<file path="config.mk">
export PLATFORM = sky130hd
export DESIGN_NAME = booth_seq_mult
export DESIGN_NICKNAME = d
export VERILOG_FILES = /design/src/rtl/booth_mult_pkg.sv /design/src/rtl/booth_operand_prep.sv /design/src/rtl/booth_step.sv /design/src/rtl/booth_ctrl.sv /design/src/rtl/booth_seq_mult.sv
export SDC_FILE = /design/constraint.sdc
export NUM_CORES = 1
export LEC_CHECK = 0
export ABC_CLOCK_PERIOD_IN_PS = 3200
export BUFFER_PORTS_ARGS = -buffer_cell sky130_fd_sc_hd__buf_2
export CORE_MARGIN = 2
export CORE_UTILIZATION = 52
export DETAILED_ROUTE_END_ITERATION = 16
export PLACE_DENSITY = 0.79
export SYNTH_ARGS = -nofsm -noshare
export SYNTH_HDL_FRONTEND = slang
export SYNTH_SLANG_ARGS = --single-unit
</file>
<file path="constraint.sdc">
create_clock -name clk_i -period 3.2 [get_ports clk_i]
set_input_delay 0.32 -clock clk_i [delete_from_list [all_inputs] [get_ports clk_i]]
set_output_delay 0.32 -clock clk_i [all_outputs]
set_load 0.01 [all_outputs]
</file>
<file path="src/rtl/booth_mult_pkg.sv">
package booth_mult_pkg;
  typedef enum logic [1:0] {
    BOOTH_HOLD = 2'b00,
    BOOTH_ADD  = 2'b01,
    BOOTH_SUB  = 2'b10
  } booth_op_e;

  function automatic booth_op_e booth_decode(input logic [1:0] pair);
    case (pair)
      2'b01:   return BOOTH_ADD;
      2'b10:   return BOOTH_SUB;
      default: return BOOTH_HOLD;
    endcase
  endfunction
endpackage

</file>
<file path="src/rtl/booth_operand_prep.sv">
module booth_operand_prep #(
  parameter int MCAND_W = 8,
  parameter int MPLR_W  = 8,
  localparam int HI_W   = MCAND_W + 1,
  localparam int P_W    = HI_W + MPLR_W + 1
) (
  input  logic [MCAND_W-1:0] mcand_i,
  input  logic [MPLR_W-1:0]  mplr_i,
  output logic [P_W-1:0]     add_word_o,
  output logic [P_W-1:0]     sub_word_o,
  output logic [P_W-1:0]     p_init_o
);
  logic [HI_W-1:0] m_ext;
  logic [HI_W-1:0] m_neg;

  // guard bit: sign-extend before negating
  assign m_ext = {mcand_i[MCAND_W-1], mcand_i};
  assign m_neg = ~m_ext + HI_W'(1);

  assign add_word_o = {m_ext, {(MPLR_W+1){1'b0}}};
  assign sub_word_o = {m_neg, {(MPLR_W+1){1'b0}}};
  assign p_init_o   = {{HI_W{1'b0}}, mplr_i, 1'b0};
endmodule

</file>
<file path="src/rtl/booth_step.sv">
module booth_step
  import booth_mult_pkg::*;
#(
  parameter int P_W = 18
) (
  input  logic [P_W-1:0] p_i,
  input  logic [P_W-1:0] add_word_i,
  input  logic [P_W-1:0] sub_word_i,
  output logic [P_W-1:0] p_nxt_o
);
  logic [P_W-1:0] sum;

  always_comb begin
    unique case (booth_decode(p_i[1:0]))
      BOOTH_ADD: sum = p_i + add_word_i;
      BOOTH_SUB: sum = p_i + sub_word_i;
      default:   sum = p_i;
    endcase
  end

  assign p_nxt_o = {sum[P_W-1], sum[P_W-1:1]};
endmodule

</file>
<file path="src/rtl/booth_ctrl.sv">
module booth_ctrl #(
  parameter int STEPS = 8,
  localparam int CNT_W = (STEPS < 2) ? 1 : $clog2(STEPS)
) (
  input  logic clk_i,
  input  logic rst_ni,
  input  logic start_i,
  output logic load_o,
  output logic busy_o,
  output logic last_o,
  output logic done_o
);
  logic [CNT_W-1:0] cnt_q;
  logic             busy_q;
  logic             done_q;

  assign load_o = start_i && !busy_q;
  assign last_o = busy_q && (cnt_q == CNT_W'(STEPS - 1));
  assign busy_o = busy_q;
  assign done_o = done_q;

  always_ff @(posedge clk_i or negedge rst_ni) begin
    if (!rst_ni) begin
      cnt_q  <= '0;
      busy_q <= 1'b0;
      done_q <= 1'b0;
    end else begin
      done_q <= last_o;
      if (load_o) begin
        busy_q <= 1'b1;
        cnt_q  <= '0;
      end else if (busy_q) begin
        busy_q <= !last_o;
        cnt_q  <= cnt_q + CNT_W'(1);
      end
    end
  end

  p_done_pulse_r3: assert property (@(posedge clk_i) disable iff (!rst_ni)
    done_q |=> !done_q);

  p_done_not_busy_r8: assert property (@(posedge clk_i) disable iff (!rst_ni)
    done_q |-> !busy_q);

  p_cnt_range_r2: assert property (@(posedge clk_i) disable iff (!rst_ni)
    busy_q |-> (cnt_q <= CNT_W'(STEPS - 1)));

  p_start_ignored_r4: assert property (@(posedge clk_i) disable iff (!rst_ni)
    (busy_q && start_i && !last_o) |=> (busy_q && cnt_q == $past(cnt_q) + CNT_W'(1)));
endmodule

</file>
<file path="src/rtl/booth_seq_mult.sv">
module booth_seq_mult #(
  parameter int MCAND_W = 8,
  parameter int MPLR_W  = 8,
  localparam int PROD_W = MCAND_W + MPLR_W,
  localparam int P_W    = PROD_W + 2
) (
  input  logic               clk_i,
  input  logic               rst_ni,
  input  logic               start_i,
  input  logic [MCAND_W-1:0] mcand_i,
  input  logic [MPLR_W-1:0]  mplr_i,
  output logic               busy_o,
  output logic               done_o,
  output logic [PROD_W-1:0]  product_o
);
  logic [P_W-1:0] add_init, sub_init, p_init;
  logic [P_W-1:0] add_q, sub_q, p_q, p_nxt;
  logic [PROD_W-1:0] product_q;
  logic load, last;

  booth_operand_prep #(.MCAND_W(MCAND_W), .MPLR_W(MPLR_W)) prep_i (
    .mcand_i    (mcand_i),
    .mplr_i     (mplr_i),
    .add_word_o (add_init),
    .sub_word_o (sub_init),
    .p_init_o   (p_init)
  );

  booth_step #(.P_W(P_W)) step_i (
    .p_i        (p_q),
    .add_word_i (add_q),
    .sub_word_i (sub_q),
    .p_nxt_o    (p_nxt)
  );

  booth_ctrl #(.STEPS(MPLR_W)) ctrl_i (
    .clk_i   (clk_i),
    .rst_ni  (rst_ni),
    .start_i (start_i),
    .load_o  (load),
    .busy_o  (busy_o),
    .last_o  (last),
    .done_o  (done_o)
  );

  always_ff @(posedge clk_i or negedge rst_ni) begin
    if (!rst_ni) begin
      add_q     <= '0;
      sub_q     <= '0;
      p_q       <= '0;
      product_q <= '0;
    end else begin
      if (load) begin
        add_q <= add_init;
        sub_q <= sub_init;
        p_q   <= p_init;
      end else if (busy_o) begin
        p_q <= p_nxt;
      end
      // drop history bit, keep low PROD_W bits of the guarded result
      if (last) product_q <= p_nxt[PROD_W:1];
    end
  end

  assign product_o = product_q;

  p_hold_r5: assert property (@(posedge clk_i) disable iff (!rst_ni)
    !done_o |-> $stable(product_o));

  p_guard_sign_r6: assert property (@(posedge clk_i) disable iff (!rst_ni)
    busy_o |-> (add_q[P_W-1] == add_q[P_W-2]) && (sub_q[MPLR_W:0] == '0));

  p_done_follows_busy_r8: assert property (@(posedge clk_i) disable iff (!rst_ni)
    $rose(done_o) |-> $past(busy_o));
endmodule

</file>
==> results by group, run 1 <==
Floorplan
  – Die Wd: 76.2 um
  – Die Area: around 5800 sq um
  – Core outline area: 5070 sq um
  – Boundary pin count: 37
  – Starting Density: 53.4%
  – Cell Rows: 26
  – Die height: roughly 76 um

Timing
  – Slew Limit Headroom: slightly above 50%
  – Setup repair after global routing missed its margin: no
  – Final Skew: ~0.013 ns
  – Max frequency: approximately 0.35 GHz
  – Final Hold Fails: 0
  – Setup slack of the critical path after layout: 0.361 ns
  – Actual slew at the worst max-slew pin: 0.723 ns
  – Final period utilization: 88.7%
  – Setup TNS Final: 0 ns
  – Number of setup violations in the final report: 0
  – Final max-slew violation count: 0
  – Final Critical Period: between 2 and 3 ns

Drt
  – Count of antenna-violating nets left after detailed routing: 0
  – Remaining DRCs: 0
  – Iteration-0 DRC Markers: 66
  – Routed vias/inst: 5.32
  – First-pass iteration count of the detailed router: 4
  – WL per Instance: 14.0 um
  – Total via count after detailed routing: 1901
  – Total Wirelength: 5.00 mm

CTS
  – Number of CTS-inserted buffers: 5
  – Clock root buffer: clkbuf_8
  – Hold buffers post-CTS: 0
  – Number of buffers between clock root and the deepest sink: 2
  – Clock tree from TritonCTS: yes
  – Clock latency of the later-clocked register in the worst-skew pair: 0.32 ns
  – Clock Sinks: 54
  – Number of setup buffers added after CTS: 0
  – Register clock-pin slew on the reported worst setup and hold paths: 0.11 ns
  – Depth of the CTS H-tree: 2
  – Post_cts resized: 0

Power and ir drop
  – Internal power of the cells: around 2 mW
  – Switching Fraction: 40.3%
  – Flop pwr share: 36.4%
  – Clock network power share: 12.2%
  – Portion of total power attributed to combinational logic: 51.4%
  – Static Leak: 1.49 nW
  – Overall Power: 3.35 mW
  – Worst IR Drop VDD: 0.475 mV
  – Net switching power figure: 1.35 mW
  – Power Density: 1090 nW/um^2

Hold path
  – Kind of path behind the tightest hold check: in -> async

Placement
  – Placed wire-length estimate after detailed placement: between 3 and 4 mm
  – Placer's final routability congestion estimate: 0.873
  – Post-place instance area: 2970 sq um
  – Buffers added on ports: 36
  – Post-Place Setup Slack: a little over 0.4 ns

Run status
  – Run status: finished, final reports clean

Job
  – Number of maximum-capacitance violations: 0

Critical path
  – Critical path class: reg -> reg
  – Worst-path maximum fanout: 6
  – Sort of element at the end of the critical path: flop
  – Critical register-to-register path startpoint: p_q[0]
  – Worst reg2reg path depth: 9
  – Worst EP arrival: 3.05 ns
  – Register-to-register setup slack: 0.36 ns
  – Critical Path Source Type: flop
  – Data required time at the worst endpoint: 3.41 ns
  – End of the worst register-to-register path: p_q[16]

Synth
  – Seq cells post-synth: 54
  – YS warnings: 0
  – Total nets after synthesis: 282
  – Mean Syn Cell Area: 10.9 sq um
  – Netlist area before placement: ~2700 sq um
  – Count of distinct cell types in the synthesized netlist: 37
  – Share of the yosys chip area belonging to registers: 49.9%
  – Post-Syn Instances: 249

Layout
  – Fraction of final layout cells with drive strength greater than 1: 25.4%
  – Antenna Diode Count: 0
  – Summed area of non-filler cells in the final layout: 3060 sq um
  – Synthesis-to-finish area growth: 13.1%
  – # fillers: around 460
  – Total number of nets in the final design: 319
  – Layout Utilization: 60.4%

Global route
  – Largest net degree at the start of global routing: 34
  – Wire length of the first global-routing pass: about 8.5 mm
  – Aggregate global routing overflow: 0
  – Overall Global Routing Usage: 18.2%
  – Number of global-route vias before repair: between 1500 and 2000
  – Number of antenna violations at the first check in global routing: 0
## final cells by class
cell class	count	area (sq um)	area share [%]
timing repair buffer	41	218	7.11
clock buffer	5	68.8	2.25
multi-input combinational	179	1290	42.1
inverter	5	18.8	0.613
clock inverter	3	28.8	0.940
sequential	54	1350	44.1
tap	70	87.6	2.86
## routing by layer
metal | vias to the layer above | part of all wire (%) | global-route usage (%)
met3 | 7 | 2.2 | 2.61
li1 | 958 | - | -
met5 | - | 0 | 0
met1 | 913 | 46 | 24.5
met2 | 23 | 49 | 29.3
met4 | 0 | 1.9 | 8.55
## state kept, by name (all words and copies together) (netlist names)
register	count
sub_q	9
product_o	16
add_q	7
ctrl_i.done_o	1
ctrl_i.cnt_q	3
ctrl_i.busy_o	1
p_q	17
## logic make-up after synthesis
family | share of synthesized area (%)
flip-flops | 49.9
multiplexers | 14.5
buffers and inverters | 2.49
AO/OA/AOI/OAI | 12.7
AND/OR/NAND/NOR | 10.5
XOR/XNOR | 3.23
adder cells (fa/ha/maj) | 6.74
## how the worst max path moves through the flow
stage	start	end	slack, ns	cells after the start
6_report	p_q[0]	p_q[16]	0.36	9
3_3_place_gp	p_q[0]	p_q[16]	0.47	10
5_1_grt	p_q[0]	p_q[16]	0.19	9
4_1_cts	p_q[0]	p_q[16]	0.37	9
3_5_place_dp	p_q[0]	p_q[16]	0.40	10
2_1_floorplan	p_q[0]	p_q[16]	0.61	10
## cell usage after synthesis
| library cell | number | area (sq um) |
|---|---|---|
| fa_1 | 1 | 20.0 |
| a21boi_1 | 1 | 7.51 |
| dfrtp_1 | 54 | 1350 |
| mux2i_4 | 1 | 22.5 |
| clkbuf_1 | 8 | 30.0 |
| o21ai_1 | 2 | 10.0 |
| nor3_1 | 2 | 10.0 |
| and3b_1 | 1 | 8.76 |
| nand4_1 | 1 | 6.26 |
| o31ai_1 | 2 | 15.0 |
| nand2_1 | 39 | 146 |
| buf_1 | 2 | 7.51 |
| nor2b_1 | 1 | 6.26 |
| a31oi_1 | 1 | 6.26 |
| a21oi_1 | 7 | 35.0 |
| xor2_1 | 5 | 43.8 |
| nor2_1 | 8 | 30.0 |
| mux2i_1 | 11 | 110 |
| mux2_2 | 23 | 259 |
| nand3_1 | 2 | 10.0 |
| o21a_1 | 1 | 7.51 |
| a211oi_1 | 3 | 22.5 |
| or3_1 | 1 | 6.26 |
| xnor2_1 | 5 | 43.8 |
| nor4_1 | 2 | 12.5 |
| nor3b_1 | 1 | 7.51 |
| ha_1 | 13 | 163 |
| o21ai_0 | 29 | 145 |
| nand4bb_1 | 1 | 11.3 |
| a21o_1 | 2 | 15.0 |
| o31a_1 | 3 | 26.3 |
| and2_1 | 1 | 6.26 |
| inv_1 | 5 | 18.8 |
| buf_6 | 1 | 11.3 |
| nand3b_1 | 3 | 22.5 |
| a22o_1 | 5 | 43.8 |
| a221o_1 | 1 | 10.0 |
## cell usage in the layout, fill, tap and decap left out, drive strengths merged, types with 2 or more instances in the layout
master,Yosys,routed
dfrtp,54,54
buf,3,41
nand2,39,39
o21ai,31,31
mux2,23,23
ha,13,13
mux2i,12,12
nor2,8,8
a21oi,7,7
inv,5,6
a22o,5,5
xor2,5,5
xnor2,5,5
clkbuf,8,5
a211oi,3,3
o31a,3,3
nand3b,3,3
nand3,2,2
nor4,2,2
a21o,2,2
o31ai,2,2
nor3,2,2
clkinv,0,2
## power by group through the flow
stage	Sequential [mW]	Clock (mW)	Combinational, mW
after floorplan	1.24	0	1.29
after global placement	1.23	0	1.68
after detailed placement	1.23	0	1.72
after CTS	1.22	0.416	1.73
after global routing	1.26	0.445	1.93
final	1.22	0.409	1.72
## stage by stage
stage / cells / hold WS [ns]
floorplan: 249 / 0.0244
global placement: 349 / 0.416
detailed placement: 349 / 0.415
CTS: 357 / 0.0599
global route: 357 / 0.0924
finish: 357 / 0.0296
## critical path: stages, from the launching register on
cell      delay, ns
dfrtp_1        0.39
inv_1          0.06
ha_1           0.32
mux2_2         0.38
ha_1           0.35
a21oi_1        0.25
a211oi_1       0.13
or3_1          0.40
and2_1         0.17
a221o_1        0.29
No activity file was read; power rests on OpenSTA's default activity.
==> run 2: changes to the inputs <==
--- a/config.mk
+++ b/config.mk
@@ -7,7 +7,7 @@
 export LEC_CHECK = 0
 export ABC_CLOCK_PERIOD_IN_PS = 3200
 export BUFFER_PORTS_ARGS = -buffer_cell sky130_fd_sc_hd__buf_2
-export CORE_MARGIN = 2
+export CORE_MARGIN = 1.5
 export CORE_UTILIZATION = 52
 export DETAILED_ROUTE_END_ITERATION = 16
 export PLACE_DENSITY = 0.79
==> results by group, run 2 (same netlist as run 1, synthesis figures left out) <==
Drt
  – First-pass iteration count of the detailed router: 4 (unchanged)
  – Total via count after detailed routing: 1936 (+1.8%)
  – WL per Instance: 13.8 um (-1.8%)
  – Iteration-0 DRC Markers: 79 (+20%)
  – Total Wirelength: 4.91 mm (-1.8%)
  – Routed vias/inst: 5.42 (+1.8%)
  – Count of antenna-violating nets left after detailed routing: 0 (unchanged)
  – Remaining DRCs: 0 (unchanged)

Timing
  – Setup TNS Final: 0 ns (unchanged)
  – Final Hold Fails: 0 (unchanged)
  – Setup repair after global routing missed its margin: no
  – Final period utilization: 87.7% (-1.1 points)
  – Final max-slew violation count: 0 (unchanged)
  – Final Critical Period: 2.81 ns (-0.0339 ns)
  – Actual slew at the worst max-slew pin: 0.813 ns (+0.0895 ns)
  – Max frequency: 0.356 GHz (+1.2%)
  – Final Skew: 0.00687 ns (-0.00585 ns)
  – Slew Limit Headroom: 45.8% (-5.8 points)
  – Number of setup violations in the final report: 0 (unchanged)

Critical path
  – Register-to-register setup slack: 0.39 ns (+0.03 ns)
  – End of the worst register-to-register path: p_q[16]
  – Worst EP arrival: 3.00 ns (-0.05 ns)
  – Critical path class: reg -> reg
  – Worst reg2reg path depth: 9 (unchanged)
  – Critical Path Source Type: flop
  – Worst-path maximum fanout: 6 (unchanged)
  – Critical register-to-register path startpoint: p_q[0]
  – Data required time at the worst endpoint: 3.40 ns (about the same)
  – Sort of element at the end of the critical path: flop

Power and ir drop
  – Static Leak: 1.49 nW (+0.57%)
  – Power Density: 1110 nW/um^2 (+1.3%)
  – Worst IR Drop VDD: 0.530 mV (+11%)

CTS
  – Number of setup buffers added after CTS: 0 (unchanged)
  – Post_cts resized: 0 (unchanged)
  – Clock root buffer: clkbuf_8
  – Clock latency of the later-clocked register in the worst-skew pair: 0.31 ns (about the same)
  – Register clock-pin slew on the reported worst setup and hold paths: 0.10 ns (about the same)
  – Number of buffers between clock root and the deepest sink: 2 (unchanged)
  – Clock Sinks: 54 (unchanged)
  – Clock tree from TritonCTS: yes
  – Depth of the CTS H-tree: 2 (unchanged)
  – Number of CTS-inserted buffers: 5 (unchanged)
  – Hold buffers post-CTS: 0 (unchanged)

Floorplan
  – Boundary pin count: 37 (unchanged)
  – Cell Rows: 26 (unchanged)
  – Starting Density: 53.4% (unchanged)
  – Die Wd: 75.2 um (-1.3%)
  – Die Area: 5650 sq um (-2.6%)
  – Core outline area: 5070 sq um (unchanged)
  – Die height: 75.2 um (-1.3%)

Layout
  – Most common cell after layout, fill and taps aside: dfrtp_1
  – Layout Utilization: 60.7% (+0.37 points)
  – Antenna Diode Count: 0 (unchanged)
  – Number of flip-flops under the largest register name: 17 (unchanged)
  – Fraction of final layout cells with drive strength greater than 1: 25.4% (unchanged)
  – Synthesis-to-finish area growth: 13.8%
  – Total number of nets in the final design: 319 (unchanged)
  – Biggest register: p_q
  – Most used cells in the layout excluding fill and tap cells: dfrtp_1, nand2_1, buf_2
  – # fillers: 455 (-0.66%)

Run status
  – Run status: finished, final reports clean

Placement
  – Placed wire-length estimate after detailed placement: 3.58 mm (-3.1%)
  – Placer's final routability congestion estimate: 0.873 (about the same)
  – Buffers added on ports: 36 (unchanged)

Global route
  – Overall Global Routing Usage: 19.3% (+1.1 points)
  – Aggregate global routing overflow: 0 (unchanged)
  – Number of global-route vias before repair: 1881 (+3.1%)
  – Number of antenna violations at the first check in global routing: 0 (unchanged)
  – Largest net degree at the start of global routing: 38 (+12%)
  – Wire length of the first global-routing pass: 8.36 mm (-1.1%)

Hold path
  – Kind of path behind the tightest hold check: in -> async

Job
  – Number of maximum-capacitance violations: 0 (unchanged)
==> run 2: cell types whose count changed in the layout (fill, tap and decap cells not counted), sizes merged <==
cell	before	now
bufinv	0	1
clkinv	2	1
==> run 2: worst max-delay path, cell delays in order, from the launching register on <==
cell      delay [ns]
dfrtp_1         0.39
inv_1           0.06
ha_1            0.33
mux2_2          0.38
ha_1            0.35
a21oi_1         0.24
a211oi_1        0.13
or3_1           0.39
and2_1          0.16
a221o_1         0.28
==> run 2: metrics by stage <==
step / power (mW) / area (sq um) / cells / setup WS (ns) / hold slack, ns
after global placement: 2.90 / 2970 / 349 / 0.474 / 0.457
final: 3.41 / 3080 / 357 / 0.395 / 0.0971
after floorplan: 2.52 / 2710 / 249 / 0.614 / 0.0244
after CTS: 3.44 / 3080 / 357 / 0.393 / 0.129
after global routing: 3.73 / 3080 / 357 / 0.185 / 0.153
after detailed placement: 2.96 / 2970 / 349 / 0.417 / 0.470
==> run 2: worst max-delay path by stage <==
stage	start	endpoint	slack (ns)
detailed placement	p_q[0]	p_q[16]	0.42
global placement	p_q[0]	p_q[16]	0.47
CTS	p_q[0]	p_q[16]	0.39
global route	p_q[0]	p_q[16]	0.19
floorplan	p_q[0]	p_q[16]	0.61
finish	p_q[0]	p_q[16]	0.39
==> run 2: power breakdown <==
part / internal [mW] / leakage, nW / switching, mW
Combinational: 0.822 / 0.768 / 0.903
Clock: 0.237 / 0.0587 / 0.230
Sequential: 1.02 / 0.668 / 0.206
==> run 2: cell type report <==
| type | instances | area (sq um) | area share (%) |
|---|---|---|---|
| inverters | 5 | 18.8 | 0.609 |
| flip-flops and latches | 54 | 1350 | 43.8 |
| clock buffers | 5 | 68.8 | 2.23 |
| clock inverters | 3 | 47.5 | 1.54 |
| well taps | 70 | 87.6 | 2.84 |
| multi-input cells | 179 | 1290 | 41.9 |
| repair buffers | 41 | 218 | 7.06 |
==> run 2: routing by layer <==
| metal | vias to the layer above | wire [um] | global-route usage, % |
|---|---|---|---|
| li1 | 952 | - | - |
| met5 | - | 0 | 0 |
| met3 | 12 | 128 | 3.08 |
| met2 | 33 | 2410 | 31.2 |
| met4 | 0 | 95 | 7.74 |
| met1 | 939 | 2280 | 26.3 |
